--- config.mk ---
export PLATFORM = sky130hd
export DESIGN_NAME = dram_pwr_sched
export DESIGN_NICKNAME = d
export VERILOG_FILES = /design/src/rtl/pwrsched_pkg.sv /design/src/rtl/ref_debt_tracker.sv /design/src/rtl/sched_wait_timer.sv /design/src/rtl/cke_hold_guard.sv /design/src/rtl/dram_pwr_sched.sv
export SDC_FILE = /design/constraint.sdc
export NUM_CORES = 1
export LEC_CHECK = 0
export ABC_AREA = 1
export BUFFER_PORTS_ARGS = -buffer_cell sky130_fd_sc_hd__buf_2
export CELL_PAD_IN_SITES_DETAIL_PLACEMENT = 1
export CELL_PAD_IN_SITES_GLOBAL_PLACEMENT = 1
export CORE_MARGIN = 2
export CORE_UTILIZATION = 25
export CTS_CLUSTER_SIZE = 24
export DETAILED_ROUTE_END_ITERATION = 8
export PLACE_DENSITY_LB_ADDON = 0.05
export SLEW_MARGIN = 20
export SYNTH_ARGS = -nofsm -noshare
export SYNTH_HDL_FRONTEND = slang
export SYNTH_SLANG_ARGS = --single-unit
export TNS_END_PERCENT = 10
--- constraint.sdc ---
create_clock -name clk -period 6.9 [get_ports clk]
set_clock_uncertainty 0.1 [all_clocks]
set_input_delay 1.38 -clock clk [delete_from_list [all_inputs] [get_ports clk]]
set_output_delay 1.38 -clock clk [all_outputs]
set_load 0.005 [all_outputs]
--- src/rtl/pwrsched_pkg.sv ---
package pwrsched_pkg;

    typedef enum logic [2:0] {
        PS_ACTIVE  = 3'd0,
        PS_REFRESH = 3'd1,
        PS_PDOWN   = 3'd2,
        PS_PD_EXIT = 3'd3,
        PS_SELFREF = 3'd4,
        PS_SR_EXIT = 3'd5
    } ps_state_e;

endpackage

--- src/rtl/ref_debt_tracker.sv ---
// Interval timer plus saturating count of owed refreshes.
module ref_debt_tracker #(
    parameter int REF_INTERVAL = 1040,
    parameter int MAX_DEBT     = 8
) (
    input  logic                          clk,
    input  logic                          rst_n,
    input  logic                          run,
    input  logic                          take,
    output logic [$clog2(MAX_DEBT+1)-1:0] debt,
    output logic                          pending,
    output logic                          full
);
    localparam int IW = (REF_INTERVAL > 1) ? $clog2(REF_INTERVAL) : 1;
    localparam int DW = $clog2(MAX_DEBT + 1);
    localparam logic [IW-1:0] I_LAST = IW'(REF_INTERVAL - 1);
    localparam logic [DW-1:0] D_MAX  = DW'(MAX_DEBT);

    logic [IW-1:0] ival_q;
    logic          tick;

    assign tick = run && (ival_q == I_LAST);

    always_ff @(posedge clk) begin
        if (!rst_n || !run || tick) begin
            ival_q <= '0;
        end else begin
            ival_q <= ival_q + 1'b1;
        end
    end

    always_ff @(posedge clk) begin
        if (!rst_n) begin
            debt <= '0;
        end else begin
            unique case ({tick, take})
                2'b10:   if (debt != D_MAX) debt <= debt + 1'b1;
                2'b01:   if (debt != '0) debt <= debt - 1'b1;
                default: debt <= debt;
            endcase
        end
    end

    assign pending = (debt != '0);
    assign full    = (debt == D_MAX);

endmodule

--- src/rtl/sched_wait_timer.sv ---
// Saturating up-counter restarted from zero by clr.
module sched_wait_timer #(
    parameter int W = 8
) (
    input  logic         clk,
    input  logic         rst_n,
    input  logic         clr,
    output logic [W-1:0] count
);
    always_ff @(posedge clk) begin
        if (!rst_n || clr) begin
            count <= '0;
        end else if (count != '1) begin
            count <= count + 1'b1;
        end
    end
endmodule

--- src/rtl/cke_hold_guard.sv ---
// Counts cycles since the last clock-enable change.
module cke_hold_guard #(
    parameter int HOLD = 1
) (
    input  logic clk,
    input  logic rst_n,
    input  logic cke_now,
    input  logic cke_next,
    output logic hold_ok
);
    localparam int HW = $clog2(HOLD + 1);
    localparam logic [HW-1:0] H_MIN = HW'(HOLD);

    logic [HW-1:0] since_q;

    always_ff @(posedge clk) begin
        if (!rst_n) begin
            since_q <= H_MIN;
        end else if (cke_next != cke_now) begin
            since_q <= '0;
        end else if (since_q < H_MIN) begin
            since_q <= since_q + 1'b1;
        end
    end

    assign hold_ok = (since_q >= H_MIN);
endmodule

--- src/rtl/dram_pwr_sched.sv ---
module dram_pwr_sched
    import pwrsched_pkg::*;
#(
    parameter int REF_INTERVAL = 1040,
    parameter int MAX_DEBT     = 8,
    parameter int RFC_CYC      = 10,
    parameter int SR_CMD_WAIT  = 10,
    parameter int SR_RD_WAIT   = 200,
    parameter int CKE_HOLD     = 1
) (
    input  logic clk,
    input  logic rst_n,
    input  logic sr_enter_req,
    input  logic sr_exit_req,
    input  logic pd_enter_req,
    input  logic pd_exit_req,
    input  logic banks_idle,
    input  logic ref_ack,
    output logic ref_req,
    output logic cke,
    output logic cmd_ok,
    output logic rd_ok
);
    localparam int DEBT_W   = $clog2(MAX_DEBT + 1);
    localparam int WAIT_MAX = (SR_RD_WAIT > RFC_CYC) ? SR_RD_WAIT : RFC_CYC;
    localparam int WAIT_W   = $clog2(WAIT_MAX + 1);
    localparam logic [WAIT_W-1:0] RFC_LAST = WAIT_W'(RFC_CYC - 1);
    localparam logic [WAIT_W-1:0] RD_LAST  = WAIT_W'(SR_RD_WAIT - 1);
    localparam logic [WAIT_W-1:0] CMD_MIN  = WAIT_W'(SR_CMD_WAIT);

    ps_state_e             state_q, state_d;
    logic [DEBT_W-1:0]     debt;
    logic                  debt_pend, debt_full;
    logic [WAIT_W-1:0]     wait_cnt;
    logic                  wait_clr;
    logic                  hold_ok;
    logic                  cke_d;
    logic                  ref_take;
    logic                  tick_run;

    assign ref_take = ref_req && ref_ack;
    assign tick_run = (state_q != PS_SELFREF);

    ref_debt_tracker #(
        .REF_INTERVAL(REF_INTERVAL),
        .MAX_DEBT    (MAX_DEBT)
    ) u_debt (
        .clk    (clk),
        .rst_n  (rst_n),
        .run    (tick_run),
        .take   (ref_take),
        .debt   (debt),
        .pending(debt_pend),
        .full   (debt_full)
    );

    sched_wait_timer #(.W(WAIT_W)) u_wait (
        .clk  (clk),
        .rst_n(rst_n),
        .clr  (wait_clr),
        .count(wait_cnt)
    );

    cke_hold_guard #(.HOLD(CKE_HOLD)) u_hold (
        .clk     (clk),
        .rst_n   (rst_n),
        .cke_now (cke),
        .cke_next(cke_d),
        .hold_ok (hold_ok)
    );

    // State register
    always_ff @(posedge clk) begin
        if (!rst_n) begin
            state_q <= PS_ACTIVE;
        end else begin
            state_q <= state_d;
        end
    end

    // Next-state decision
    always_comb begin
        state_d = state_q;
        unique case (state_q)
            PS_ACTIVE: begin
                if (ref_take) begin
                    state_d = PS_REFRESH;
                end else if (!debt_pend && hold_ok) begin
                    if (sr_enter_req && banks_idle) begin
                        state_d = PS_SELFREF;
                    end else if (pd_enter_req) begin
                        state_d = PS_PDOWN;
                    end
                end
            end
            PS_REFRESH: if (wait_cnt == RFC_LAST) state_d = PS_ACTIVE;
            PS_PDOWN:   if (pd_exit_req && hold_ok) state_d = PS_PD_EXIT;
            PS_PD_EXIT: state_d = PS_ACTIVE;
            PS_SELFREF: if (sr_exit_req && hold_ok) state_d = PS_SR_EXIT;
            PS_SR_EXIT: if (wait_cnt == RD_LAST) state_d = PS_ACTIVE;
            default:    state_d = PS_ACTIVE;
        endcase
    end

    assign wait_clr = ((state_q != PS_REFRESH) && (state_d == PS_REFRESH)) ||
                      ((state_q != PS_SR_EXIT) && (state_d == PS_SR_EXIT));
    assign cke_d    = !((state_d == PS_PDOWN) || (state_d == PS_SELFREF));

    // Outputs from the registered state
    always_comb begin
        cke     = 1'b1;
        cmd_ok  = 1'b0;
        rd_ok   = 1'b0;
        ref_req = 1'b0;
        unique case (state_q)
            PS_ACTIVE: begin
                cmd_ok  = 1'b1;
                rd_ok   = 1'b1;
                ref_req = debt_pend && (banks_idle || debt_full);
            end
            PS_REFRESH: ;
            PS_PDOWN:   cke = 1'b0;
            PS_PD_EXIT: ;
            PS_SELFREF: cke = 1'b0;
            PS_SR_EXIT: cmd_ok = (wait_cnt >= CMD_MIN);
            default: ;
        endcase
    end

endmodule

## After elaboration in Yosys (flattened, before gate mapping)

Cells that the tools add are included.

| operators by class | value |
|---|---|
| multiplexer cells | 18 |
| $lt $le $gt $ge | 3 |
| equal/unequal tests | 22 |
| reductions and logical operators | 25 |
| add/sub/neg operators | 5 |

Operators by type and width:

| operator | count |
|---|---|
| 3-bit 2-to-1 mux | 8 |
| 3-bit case mux with 5 select lines | 1 |
| 3-bit == test, second input constant | 4 |
| 11-bit by 1-bit adder with 11-bit output, second input constant | 1 |
| 11-bit == test, second input constant | 1 |
| 1-bit logical AND | 9 |
| 8-bit by 1-bit adder with 8-bit output, second input constant | 1 |
| 8-bit by 4-bit == test with 1-bit output, second input constant | 1 |
| 8-bit == test, second input constant | 1 |
| 8-bit by 4-bit greater-or-equal comparator with 1-bit output, second input constant | 1 |
| 4-bit 2-to-1 mux | 2 |
| 8-bit inequality test, second input constant | 1 |
| 4-bit case mux with 2 select lines | 1 |
| 3-bit by 1-bit == test with 1-bit output, second input constant | 2 |
| 3-bit by 2-bit == test with 1-bit output, second input constant | 2 |
| 1-bit logical OR | 6 |
| 3-bit inequality test, second input constant | 2 |
| 1-bit 2-to-1 mux | 5 |
| 4-bit by 1-bit adder with 4-bit output, second input constant | 1 |
| 4-bit == test, second input constant | 1 |
| 1-bit logical NOT | 4 |
| 4-bit inequality test, second input constant | 1 |
| 2-bit nonzero test | 2 |
| 4-bit nonzero test | 1 |
| other kinds (14) | 14 |

| storage, ports and cells | value |
|---|---|
| input bits | 8 |
| register bits after elaboration | 27 |
| output and inout port bits | 4 |

## Depth between registers and ports, before layout

| logic depth | value |
|---|---|
| depth after elaboration | 12 |
| depth in mapped cells | 17 |
| mapped depth without buffers | 17 |

## By module

Synthesis repeated with hierarchy kept, for this count alone.

| second synthesis, totals | value |
|---|---|
| cells, all modules | 254 |
| area, all modules | 1657.8 um2 |

By module, submodules not included:

| module | area an instance (um2) | seq. area each (um2) | instances | cells an instance |
|---|---|---|---|---|
| ref_debt_tracker | 798.3 | 300.3 | 1 | 107 |
| sched_wait_timer | 425.4 | 160.2 | 1 | 66 |
| dram_pwr_sched | 389.1 | 60.1 | 1 | 75 |
| cke_hold_guard | 45.0 | 20.0 | 1 | 6 |

## Worst setup path after synthesis

Ideal clock, no wire load.

| timing path | value |
|---|---|
| kind | in2out |
| start point | input port banks_idle |
| end point | output port ref_req |
| required time | 5420 ps |
| arrival | 1631 ps |
| setup slack | 3789 ps |
| stages on the path | 2 |
| cells stage by stage | a21oi_1 nor2_4 |

| on the way | value |
|---|---|
| cells in the longest elaborated chain, start to end | 3 |

Ends and longest elaborated chain:

| element | RTL line | source |
|---|---|---|
| start: declaration | dram_pwr_sched.sv:17 | `input logic banks_idle,` |
| 1-bit logical OR | dram_pwr_sched.sv:119 | `ref_req = debt_pend && (banks_idle \|\| debt_full);` |
| 1-bit logical AND | dram_pwr_sched.sv:119 |  |
| 1-bit 2-to-1 mux | dram_pwr_sched.sv:115 | `unique case (state_q)` |
| end: declaration | dram_pwr_sched.sv:19 | `output logic ref_req,` |

Every way passes these cells.

## Final worst setup path

Ends and elaborated chain as after synthesis.

==> metrics.md <==
| Metric | Value |
|---|---|
| Outcome | `completed` |
| Clk sinks | `27` |
| R2r startpoint | `u_debt.ival_q[0]` |
| RSZ-0062 raised after global routing | `false` |
| Clk_lat worst skew | `0.28 ns` |
| Mean number of vias per cell | `4.55` |
| Routed len/inst | `12.6 um` |
| Fraction of layout cells with a size suffix above 1 | `12.4%` |
| Crit path time final | `3.38 ns` |
| Worst slack at placement | `3.51 ns` |
| Post-CTS resize count | `0` |
| Distinct cells, synth | `28` |
| Worst Hold Path EP | `u_debt.ival_q[0]` |
| Via count | `1369` |
| FF-to-FF path depth | `15` |
| Port Buffer Count | `11` |
| Leak | `0.744 nW` |
| Htree depth | `1` |
| Tcrit/Tclk final | `49.0%` |
| Max IR drop VDD | `83.2 uV` |
| IO Pins | `12` |
| CTS tree | `yes` |
| CP required | `5.42 ns` |
| Net Sw Frac | `35.8%` |
| Worst flop-to-flop path endpoint | `u_debt.debt[3]` |
| Core footprint | `5890 sq um` |
| Yosys warns | `0` |
| Final Hold Vio Count | `0` |
| Crit Path Category | `in -> out` |
| Max Cap Violations | `0` |
| Pwr Density | `234 nW/um^2` |
| Avg Synthesized Cell Area | `7.12 sq um` |
| Reg power frac | `47.6%` |
| Clock Tree Buf Depth | `2` |
| CP Max Fanout | `3` |
| Worst hold path class | `reg -> reg` |
| Nets | `242` |
| Hold Path Cell Cnt | `1` |
| Final Util | `28.9%` |
| Total Neg Setup Slack | `0 ns` |
| First-pass DRT Iterations | `4` |
| Largest net degree at the start of global routing | `15` |
| Pint | `0.000255 W` |
| Post-Syn Instances | `212` |
| Register area share after synthesis | `35.8%` |
| Clock power frac | `23.2%` |
| Routability cong. | `0.823` |
| Root buffer cell | `clkbuf_8` |
| Net Count, Synth | `227` |
| Initial antenna violation count | `0` |
| Synth Cell Area | `1510 sq um` |
| Vias in the first global route | `1449` |
| Cts-stage hold buffer count | `0` |
| Combinational share of power | `29.1%` |
| Post-DRT Antenna Nets | `0` |
| Post-CTS Setup Bufs | `0` |
| WL final | `3780 um` |
| Synthesis-stage register bit count | `27` |
| Setup violators final | `0` |
| Num CTS Buffers | `3` |
| Arrival time worst endpoint | `1.90 ns` |
| Synth-to-Final Area Change | `12.5%` |
| Final WS setup | `3.52 ns` |
| WHS | `0.387 ns` |
| Antenna Diode Count | `0` |
| Sw power | `0.000142 W` |
| Fmax | `0.296 GHz` |
| Final HPWL DP | `3090 um` |
| Worst Setup Start Kind | `input port` |
| Final Max Tran Viols | `0` |
| Die Height | `81.7 um` |
| Initial core utilization | `25.7%` |
| GRT Overall Usage | `12.8%` |
| Slew @ Worst Pin | `0.451 ns` |
| Relative slew slack | `69.8%` |
| R2R setup slack | `4.36 ns` |
| Die area | `6680 sq um` |
| First-pass GRT wire length | `6650 um` |
| DIE WIDTH | `81.7 um` |
| Cell row count | `28` |
| Number of DRC markers in iteration 0 | `25` |
| Clock Pin Slew Worst Setup and Hold Paths | `0.09 ns` |
| Hold Startpoint | `u_debt.ival_q[0]` |
| DRC viols | `0` |
| GRT overflow | `0` |
| CP Capture Type | `output pin` |
## cells in the mapped netlist
| cell | instances | area (sq um) |
|---|---|---|
| xor2_1 | 5 | 43.8 |
| inv_1 | 32 | 120 |
| nor2_4 | 2 | 22.5 |
| or2_2 | 1 | 6.26 |
| nand2_4 | 2 | 22.5 |
| o21a_1 | 3 | 22.5 |
| nand4_1 | 5 | 31.3 |
| nand2_2 | 1 | 6.26 |
| nor2_1 | 36 | 135 |
| nor3_1 | 3 | 15.0 |
| ha_1 | 6 | 75.1 |
| nand3_1 | 13 | 65.1 |
| a21oi_1 | 12 | 60.1 |
| fa_1 | 1 | 20.0 |
| nor2_2 | 1 | 6.26 |
| o21ai_0 | 6 | 30.0 |
| nor3_2 | 1 | 10.0 |
| a31oi_1 | 5 | 31.3 |
| nand3_2 | 3 | 30.0 |
| inv_2 | 2 | 7.51 |
| a211oi_1 | 2 | 15.0 |
| buf_2 | 1 | 5.00 |
| nor3b_1 | 3 | 22.5 |
| dfxtp_1 | 27 | 541 |
| nand2_1 | 35 | 131 |
| a311oi_1 | 1 | 8.76 |
| xnor2_1 | 2 | 17.5 |
| a21oi_2 | 1 | 8.76 |
## cell families after synthesis
logic type / Yosys count / synth area share (%)
buf+inv: 35 / 8.78
fa+ha+maj: 7 / 6.30
flops: 27 / 35.8
simple gates: 106 / 33.4
xor+xnor: 7 / 4.06
compound gates: 30 / 11.7
## per-stage QoR
step	power (W)	instances	cell area, sq um
2_1_floorplan	0.000269	212	1510
3_3_place_gp	0.000303	297	1650
3_5_place_dp	0.000311	297	1650
4_1_cts	0.000405	301	1700
5_1_grt	0.000430	301	1700
6_report	0.000397	301	1700
## critical path: stages
cell	delay, ns
buf_2	0.12
a21oi_1	0.22
nor2_4	0.06
buf_2	0.13
## how the worst max path moves through the flow
stage | startpoint | to | cells past startpoint
after floorplan | banks_idle | ref_req | 2
after global placement | banks_idle | ref_req | 4
after CTS | banks_idle | ref_req | 4
after detailed placement | banks_idle | ref_req | 4
after global routing | banks_idle | ref_req | 4
final | banks_idle | ref_req | 4
## routing by layer
metal | part of all wire (%) | global-route usage (%) | up-vias
met3 | 1.8 | 1.98 | 2
met5 | 0 | 0 | -
met1 | 48 | 15.6 | 645
met4 | 0.56 | 3.50 | 0
met2 | 49 | 23.1 | 9
li1 | - | - | 713
## cell type report
cell class,count,area [sq um]
clock buffers,4,45.0
fillers,749,4190
inverters,34,128
well taps,75,93.8
repair buffers,11,55.1
multi-input cells,150,837
flip-flops and latches,27,541
## cells in the final DEF (no fill, tap or decap), drive strengths merged
master,count
ha,6
fa,1
inv,34
a21oi,13
buf,11
nand4,5
dfxtp,27
o21a,3
a211oi,2
nor3b,3
a311oi,1
or2,1
a31oi,5
xor2,5
nand2,38
xnor2,2
nor3,4
clkbuf,4
nor2,39
o21ai,6
nand3,16
## power groups by stage
stage	clock, W	combinational (W)	sequential (W)
after floorplan	0	0.0000820	0.000187
after global routing	0.000106	0.000132	0.000192
after CTS	0.0000978	0.000119	0.000189
final	0.0000923	0.000116	0.000189
after global placement	0	0.000112	0.000192
after detailed placement	0	0.000118	0.000193
## registers in the layout, indices dropped and copies added (netlist names)
register        flops
state_q             3
u_debt.debt         4
u_debt.ival_q      11
u_hold.since_q      1
u_wait.count        8
Power figures use the tool's default switching activity.
